[src/rtl/spi_mem_pkg.sv]
package spi_mem_pkg;

    localparam int ACC_W = 24;

    typedef enum logic [1:0] {
        CMD_IDLE   = 2'd0,
        CMD_READ   = 2'd1,
        CMD_WRITE  = 2'd2,
        CMD_STATUS = 2'd3
    } op_e;

    localparam logic [1:0] MODE_FLASH = 2'd0;

    localparam logic [7:0] OPC_READ   = 8'h03;
    localparam logic [7:0] OPC_WREN   = 8'h06;
    localparam logic [7:0] OPC_WRDI   = 8'h04;
    localparam logic [7:0] OPC_STATUS = 8'h05;
    localparam logic [7:0] OPC_WR_EE  = 8'h02;
    localparam logic [7:0] OPC_WR_HI  = 8'h0A;
    localparam logic [7:0] OPC_RD_HI  = 8'h0B;

    typedef struct packed {
        op_e              op;
        logic [ACC_W-1:0] addr;
        logic [1:0]       cnt;
        logic             wel;
        logic [7:0]       dout;
    } eng_state_t;

endpackage

[src/rtl/spi_mem_ram.sv]
module spi_mem_ram #(
    parameter int DEPTH = 256,
    localparam int IDX_W = $clog2(DEPTH)
) (
    input  logic             clk,
    input  logic             we_i,
    input  logic [IDX_W-1:0] idx_i,
    input  logic [7:0]       wdata_i,
    output logic [7:0]       rdata_o
);
    logic [7:0] cells_q [DEPTH];

    always_ff @(posedge clk) begin
        if (we_i) cells_q[idx_i] <= wdata_i;
    end

    assign rdata_o = cells_q[idx_i];
endmodule

[src/rtl/spi_mem_decode.sv]
module spi_mem_decode (
    input  logic [1:0] mode_i,
    input  logic       writable_i,
    input  logic [7:0] byte_i,
    output logic       rd_o,
    output logic       wr_o,
    output logic       seed_one_o,
    output logic       set_wel_o,
    output logic       clr_wel_o,
    output logic       status_o,
    output logic [1:0] addr_bytes_o
);
    import spi_mem_pkg::*;

    logic flash;
    assign flash = (mode_i == MODE_FLASH);

    always_comb begin
        addr_bytes_o = flash ? 2'd3 : mode_i;
        rd_o         = (byte_i == OPC_READ) || (!flash && byte_i == OPC_RD_HI);
        wr_o         = flash ? (byte_i == OPC_WR_HI)
                             : (byte_i == OPC_WR_EE || byte_i == OPC_WR_HI);
        seed_one_o   = !flash && (byte_i == OPC_WR_HI || byte_i == OPC_RD_HI);
        set_wel_o    = (byte_i == OPC_WREN) && writable_i;
        clr_wel_o    = (byte_i == OPC_WRDI);
        status_o     = (byte_i == OPC_STATUS);
    end
endmodule

[src/rtl/spi_mem_next.sv]
module spi_mem_next #(
    parameter int DEPTH = 256
) (
    input  spi_mem_pkg::eng_state_t cur_i,
    input  logic [1:0]              mode_i,
    input  logic                    writable_i,
    input  logic                    com_reset_i,
    input  logic                    xfer_i,
    input  logic [7:0]              din_i,
    input  logic [7:0]              rdata_i,
    output spi_mem_pkg::eng_state_t nxt_o,
    output logic                    mem_we_o
);
    import spi_mem_pkg::*;

    localparam logic [ACC_W-1:0] LIMIT = ACC_W'(DEPTH);

    logic       dc_rd, dc_wr, dc_seed, dc_set, dc_clr, dc_st;
    logic [1:0] dc_n;
    logic [ACC_W-1:0] lane_d;
    logic             in_range;

    spi_mem_decode u_dec (
        .mode_i       (mode_i),
        .writable_i   (writable_i),
        .byte_i       (din_i),
        .rd_o         (dc_rd),
        .wr_o         (dc_wr),
        .seed_one_o   (dc_seed),
        .set_wel_o    (dc_set),
        .clr_wel_o    (dc_clr),
        .status_o     (dc_st),
        .addr_bytes_o (dc_n)
    );

    assign in_range = (cur_i.addr < LIMIT);

    always_comb begin
        case (cur_i.cnt)
            2'd1:    lane_d = {16'b0, din_i};
            2'd2:    lane_d = {8'b0, din_i, 8'b0};
            default: lane_d = {din_i, 16'b0};
        endcase
    end

    always_comb begin
        nxt_o    = cur_i;
        mem_we_o = 1'b0;
        if (com_reset_i) begin
            nxt_o.op = CMD_IDLE;
        end else if (xfer_i) begin
            nxt_o.dout = din_i;
            case (cur_i.op)
                CMD_READ, CMD_WRITE: begin
                    if (cur_i.cnt != 2'd0) begin
                        nxt_o.cnt  = cur_i.cnt - 2'd1;
                        nxt_o.addr = cur_i.addr | lane_d;
                    end else if (in_range) begin
                        nxt_o.addr = cur_i.addr + 1'b1;
                        if (cur_i.op == CMD_READ) nxt_o.dout = rdata_i;
                        else                      mem_we_o   = 1'b1;
                    end
                end
                CMD_STATUS: begin
                    nxt_o.dout = (mode_i == MODE_FLASH) ? 8'h00
                                                        : {6'b0, writable_i, 1'b0};
                end
                default: begin
                    if (dc_set) nxt_o.wel = 1'b1;
                    if (dc_clr) nxt_o.wel = 1'b0;
                    if (dc_st)  nxt_o.op  = CMD_STATUS;
                    if (dc_rd || (dc_wr && cur_i.wel)) begin
                        nxt_o.op   = dc_rd ? CMD_READ : CMD_WRITE;
                        nxt_o.addr = {{(ACC_W-1){1'b0}}, dc_seed};
                        nxt_o.cnt  = dc_n;
                    end
                    if (dc_wr && !cur_i.wel) nxt_o.dout = 8'h00;
                end
            endcase
        end
    end
endmodule

[src/rtl/spi_mem_engine.sv]
module spi_mem_engine #(
    parameter int DEPTH = 256,
    localparam int IDX_W = $clog2(DEPTH)
) (
    input  logic       clk,
    input  logic       rst_n,
    input  logic [1:0] mode_i,
    input  logic       writable_i,
    input  logic       com_reset_i,
    input  logic       xfer_i,
    input  logic [7:0] din_i,
    output logic [7:0] dout_o
);
    import spi_mem_pkg::*;

    eng_state_t state_d, state_q;
    logic       mem_we;
    logic [7:0] rdata;

    op_e              op_q;
    logic [ACC_W-1:0] addr_q;
    logic [1:0]       cnt_q;
    logic             wel_q;

    spi_mem_next #(.DEPTH(DEPTH)) u_next (
        .cur_i       (state_q),
        .mode_i      (mode_i),
        .writable_i  (writable_i),
        .com_reset_i (com_reset_i),
        .xfer_i      (xfer_i),
        .din_i       (din_i),
        .rdata_i     (rdata),
        .nxt_o       (state_d),
        .mem_we_o    (mem_we)
    );

    spi_mem_ram #(.DEPTH(DEPTH)) u_ram (
        .clk     (clk),
        .we_i    (mem_we),
        .idx_i   (state_q.addr[IDX_W-1:0]),
        .wdata_i (din_i),
        .rdata_o (rdata)
    );

    always_ff @(posedge clk or negedge rst_n) begin
        if (!rst_n) state_q <= '{op: CMD_IDLE, addr: '0, cnt: 2'd0, wel: 1'b0, dout: 8'h00};
        else        state_q <= state_d;
    end

    assign dout_o = state_q.dout;
    assign op_q   = state_q.op;
    assign addr_q = state_q.addr;
    assign cnt_q  = state_q.cnt;
    assign wel_q  = state_q.wel;
endmodule

[config.mk]
export PLATFORM = sky130hd
export DESIGN_NAME = spi_mem_engine
export DESIGN_NICKNAME = d
export VERILOG_FILES = /design/src/rtl/spi_mem_pkg.sv /design/src/rtl/spi_mem_ram.sv /design/src/rtl/spi_mem_decode.sv /design/src/rtl/spi_mem_next.sv /design/src/rtl/spi_mem_engine.sv
export SDC_FILE = /design/constraint.sdc
export NUM_CORES = 2
export LEC_CHECK = 0
export BUFFER_PORTS_ARGS = -buffer_cell sky130_fd_sc_hd__clkbuf_2
export CORE_ASPECT_RATIO = 0.8
export CORE_MARGIN = 2
export CORE_UTILIZATION = 48
export DETAILED_ROUTE_END_ITERATION = 10
export PLACE_DENSITY = 0.6
export REMOVE_ABC_BUFFERS = 1
export SYNTH_ARGS = -nofsm -noshare
export SYNTH_HDL_FRONTEND = slang
export SYNTH_SLANG_ARGS = --single-unit
[constraint.sdc]
create_clock -name clk -period 3.3 [get_ports clk]
set_input_delay 0 -clock clk [delete_from_list [all_inputs] [get_ports clk]]
set_output_delay 0 -clock clk [all_outputs]
set_load 0.1 [all_outputs]
# Word level (Yosys, flattened, before mapping)
# Memory sizes are Yosys's and may differ from the RTL's.
# Index checks and enable logic that the tools add are counted.
# totals
input_bits,15
register_bits,37
mem_bits_rw,2048
latchBits,0
rom_bits,0
n_memories,1
# mem_list
name,words,word_bits,rd,rd_clocked_by_memory_dff,write_ports,line_no,source
u_ram.cells_q,256,8,1,0,1,spi_mem_ram.sv:11,logic [7:0] cells_q [DEPTH];
# op_classes
add_sub_neg,2
bitwise,4
n_reduce_logical,24
magnitude_cmp,1
multipliers,0
n_mux,30
eq_ne,15
n_div,0
n_shift,0
# ops
op,n
26-bit one-hot mux with 2 select lines,1
24-bit 2-to-1 mux,2
24-bit one-hot mux with 2 select lines,1
37-bit 2-to-1 mux,1
8-bit 2-to-1 mux,4
28-bit 2-to-1 mux,1
24-bit by 1-bit adder with 24-bit output (second input constant),1
8-bit by 3-bit == test with 1-bit output (second input constant),3
24-bit by 9-bit less-than comparator with 1-bit output (second input constant),1
24-bit bitwise OR,1
8-bit by 2-bit == test with 1-bit output (second input constant),2
8-bit by 4-bit == test with 1-bit output (second input constant),2
8-bit one-hot mux with 2 select lines,1
2-bit 2-to-1 mux,7
1-bit 2-to-1 mux,12
5-bit AND reduction,2
2-bit nonzero test,4
2-bit == test (second input constant),3
1-bit logical AND,5
2-bit by 1-bit == test with 1-bit output (second input constant),2
1-bit logical OR,4
2-bit by 1-bit inequality test with 1-bit output (second input constant),2
4-bit AND reduction,1
3-bit by 1-bit inequality test with 1-bit output (second input constant),1
9 further kinds,12

# Logic depth before layout (Yosys ltp)
# logic_depth
word_depth,9
ltp_mapped,12
depth_no_buf,8

# Modules after synthesis
# From an unflattened synthesis, not the netlist that was laid out.
# unflattened
cells_unflattened,3784
hier_area_um2,80549.8
# modules_own_cells
mod,cells_each,instances,area_each_um2
spi_mem_ram,3539,1,78332.6
spi_mem_next,192,1,1188.6
spi_mem_engine,37,1,925.9
spi_mem_decode,16,1,102.6

# Worst setup path before layout
# No wires, ideal clock.
# synth_path
kind,register to register
startpoint,register state_q (netlist bit op_q[0])
endpoint,memory u_ram.cells_q[0][0] (enable)
n_path_buf,2
stages_incl_launch_ff,9
arrival_ns,2.507
path_slack_ns,0.422
cell_sequence,dfrtp_1 inv_1 ha_1 clkbuf_1 nand2_1 nor4_2 clkbuf_1 nand3_1 nor2_1
# synth_via
elab_chain_len,9
word_cells_on_any_way,11
cone_classes,eq/ne: 2; mux: 8; reduce/logical: 1
# synth_lines
item,line_no,source
from (decl),spi_mem_engine.sv:16,"eng_state_t state_d, state_q;"
from (signal assigned),spi_mem_engine.sv:46,"if (!rst_n) state_q <= '{op: CMD_IDLE, addr: '0, cnt: 2'd0, wel: 1'b0, dout: 8'h00};"
from (signal assigned),spi_mem_engine.sv:47,else state_q <= state_d;
2-bit by 1-bit == test with 1-bit output,"spi_mem_next.sv:53, spi_mem_next.sv:60",
1-bit 2-to-1 mux,spi_mem_next.sv:60,if (cur_i.op == CMD_READ) nxt_o.dout = rdata_i;
1-bit 2-to-1 mux,spi_mem_next.sv:58,end else if (in_range) begin
1-bit 2-to-1 mux,spi_mem_next.sv:55,if (cur_i.cnt != 2'd0) begin
1-bit 2-to-1 mux (*),spi_mem_next.sv:53,case (cur_i.op)
1-bit 2-to-1 mux (*),spi_mem_next.sv:51,end else if (xfer_i) begin
1-bit 2-to-1 mux (*),spi_mem_next.sv:49,if (com_reset_i) begin
1-bit 2-to-1 mux (*),spi_mem_ram.sv:14,if (we_i) cells_q[idx_i] <= wdata_i;
1-bit 2-to-1 mux (implied by the code) (*),spi_mem_ram.sv:14,
to (decl),spi_mem_ram.sv:11,
# Mark *: on every way between the ends. The rest lies on a longest branch, timed or not.

# Final worst setup path
# layout_path
startpoint,register state_q (netlist bit addr_q[0])
endpoint,register state_q (netlist bit dout_o[0])
# layout_via
elab_chain_len,5
word_cells_on_any_way,6
cone_classes,order compare: 1; mux: 4; memory: 1
# layout_lines
item,line_no
memory read 256 x 8 bit,n/a
8-bit 2-to-1 mux,spi_mem_next.sv:60
8-bit 2-to-1 mux (*),spi_mem_next.sv:58
8-bit 2-to-1 mux (*),spi_mem_next.sv:55
8-bit one-hot mux with 2 select lines (*),spi_mem_next.sv:53
# Marked as above.
# A chain may end at the register's enable or synchronous reset.

==> metrics <==
routed vias/inst 6.23; Root Driver clkbuf_16; clk_lat worst skew 0.85 ns; RSZ-0062 raised after global routing yes; Routed Antenna Nets 0; Worst Path Max Fanout 31; # IOs 23; CP endpoint kind register; PD cells 606 mW/mm²; cell area after placement 0.0891 mm²; vias after detailed routing 43.6k; register area share after synthesis 76.5%; critical path required time 3.99 ns; synth top area cells edfxtp_1 (75%), mux4_2 (15%), nor2_1 (1.5%); crit path kind register to register; Slew @ Worst Pin 1.14 ns; Cells after Synth 3885; CTS tree built; Final Max Tran Viols 0; clock skew 0.0313 ns; first-pass GRT wire length 324000 µm; Fmax 0.305 GHz; reg2reg start addr_q[0]; Clock transition at path regs 0.06 ns; GR Util All Layers 26.5%; core area 0.169 mm²; peak supply drop 0.551 mV; Main synth FF type edfxtp_1; gpl congestion 0.961; Setup crit start addr_q[0]; Yosys top cell area share 75.3%; WL final 230000 µm; clock sinks 2085; DRT Pass-1 Iters 8; Chip Width 465 µm; # DRC 0; number of synthesized flops with an enable pin 2048; die height 373 µm; Max-Cap Viols 0; DP HPWL 148000 µm; Worst Setup Start Kind register; slowest cell on the critical path dfrtp_4; Worst EP arrival 3.97 ns; crit share post-route 99.4%; # rows 135; Avg WL per Cell 32.9 µm; Static Leak 30.7 nW; nets 4589; Fin Setup TNS 0 ns; status finished, final reports clean; fin crit period 3.28 ns; pin count of the biggest net entering global routing 183; antenna violations before repair 7; final hold slack 0.0110 ns; critical-path cell list buf_12 > buf_12 > mux4_2 > nor2_1 > nor2_1 > o31ai_1 > nor4_1 > a2111oi_1 > a41oi_1; Synth Cell Area 0.0816 mm²; Die Footprint 0.173 mm²; synth unique cells 74; synth-to-layout area growth 17.1%; slowest stage delay, CP 0.56 ns; share of cells above drive strength 1 32.6%; worst hold path type input port to asynchronous set/reset pin; Bufs on Longest Clock Path 3; final setup vio count 0; DRT iter0 DRCs 6604; overflow left after global routing 0; Slew HR 23.9%; CTS buffer count 196; Yosys reg bits 2085; H-Tree Depth 4; number of global-route vias before repair 42.2k; Final Hold Viols 0; Yosys warning total 0; R2R Setup Slk 0.02 ns; Port Buf Inserts 22; initial core utilization 48.3%; fin area 0.0956 mm²; mean area per synthesized cell 21.0 µm²; Async SR Flop Fraction 1.77%; Synth area leader edfxtp_1
## metrics by stage
step / setup WS (ns) / power (mW) / utilization (%) / cells
after global routing: -0.0284 / 59.6 / 56.6 / 6982
after floorplan: -23.09 / 34.5 / - / 3665
final: 0.0209 / 58.0 / 56.6 / 6988
after global placement: -0.146 / 36.7 / 52.7 / 6596
after CTS: -0.00720 / 58.3 / 56.5 / 6974
after detailed placement: -0.166 / 36.7 / 52.7 / 6596
## cell usage in the layout, fill, tap and decap left out, drive strengths merged, types with 9 or more instances in the layout
cell type	count
a2111oi	9
a21oi	77
a22o	12
a22oi	45
a31oi	18
a32oi	15
buf	656
bufinv	11
clkbuf	265
clkinv	90
dfrtp	37
dlygate4sd3	23
edfxtp	2048
ha	10
inv	21
mux2i	87
mux4	549
nand2	167
nand3	38
nand4	11
nor2	326
nor2b	11
nor3	19
nor4	14
o21ai	35
o22ai	17
## final cells by class
type | instances | area [µm²]
fill | 12618 | 73400
sequential | 2085 | 62400
multi-input combinational | 1564 | 18200
timing repair buffer | 701 | 6030
clock buffer | 243 | 5190
tap | 2260 | 2830
clock inverter | 112 | 878
inverter | 16 | 67.6
antenna | 7 | 17.5
## kinds of logic after synthesis
| kind of cell | after synthesis | synth area share, % |
|---|---|---|
| adders and majority gates | 10 | 0.153 |
| and+or+nand+nor | 620 | 3.20 |
| AOI/OAI and AO/OA | 292 | 2.44 |
| muxes | 642 | 16.3 |
| DFF | 2085 | 76.5 |
| buffers and inverters | 236 | 1.46 |
## worst paths after layout
path	cells after the start	endpoint
min reg2reg	2	addr_q[23]
max	9	dout_o[0]
max in group asynchronous	2	addr_q[3]
min in group clk	2	u_ram.cells_q[132][1]
min	2	dout_o[4]
max reg2reg	9	dout_o[0]
## critical path: cells and delay by family (launching register included)
kind	cells	cell delay, ns
muxes	1	0.56
DFF	1	0.56
and+or+nand+nor	3	0.44
AOI/OAI and AO/OA	3	0.96
buffers and inverters	2	0.55
## synth_stat cells, drive strengths merged (18+ instances only)
cell and n:
edfxtp 2048, mux4 549, nand3 38, nor3 19, a31oi 18, clkbuf 94, a21oi 77, nor2 326
dfrtp 37, o21ai 35, nand2 167, buf 126, a22oi 45, mux2i 87
## routing by layer
| metal | up-vias | wire length [µm] | GRT usage (%) |
|---|---|---|---|
| met5 | - | 0 | 0 |
| met4 | 0 | 5970 | 7.06 |
| met3 | 337 | 24100 | 5.89 |
| met2 | 2412 | 101000 | 37.4 |
| met1 | 23240 | 98600 | 41.6 |
| li1 | 17563 | - | - |
## state kept, by name, indices dropped and copies added, names as in the netlist
register	flops
u_ram.cells_q	2048
addr_q	24
dout_o	8
cnt_q	2
op_q	2
wel_q	1
## power by group
group          leakage [nW]  internal [mW]  switching [mW]
Clock                  2.96           12.0            9.79
Combinational          8.84           3.18            3.88
Sequential             18.9           29.1          0.0773
Total                  30.7           44.3            13.7
## repair_timing
item,4_1_cts,5_1_grt
gates cloned,0,1
buffers inserted,0,6
pin swaps,0,1
setup endpoints to repair,6,9
hold buffers,23,0
resized for setup,7,15
hold endpoints to repair,844,0
Note: power is estimated with default switching activity, not from simulation.
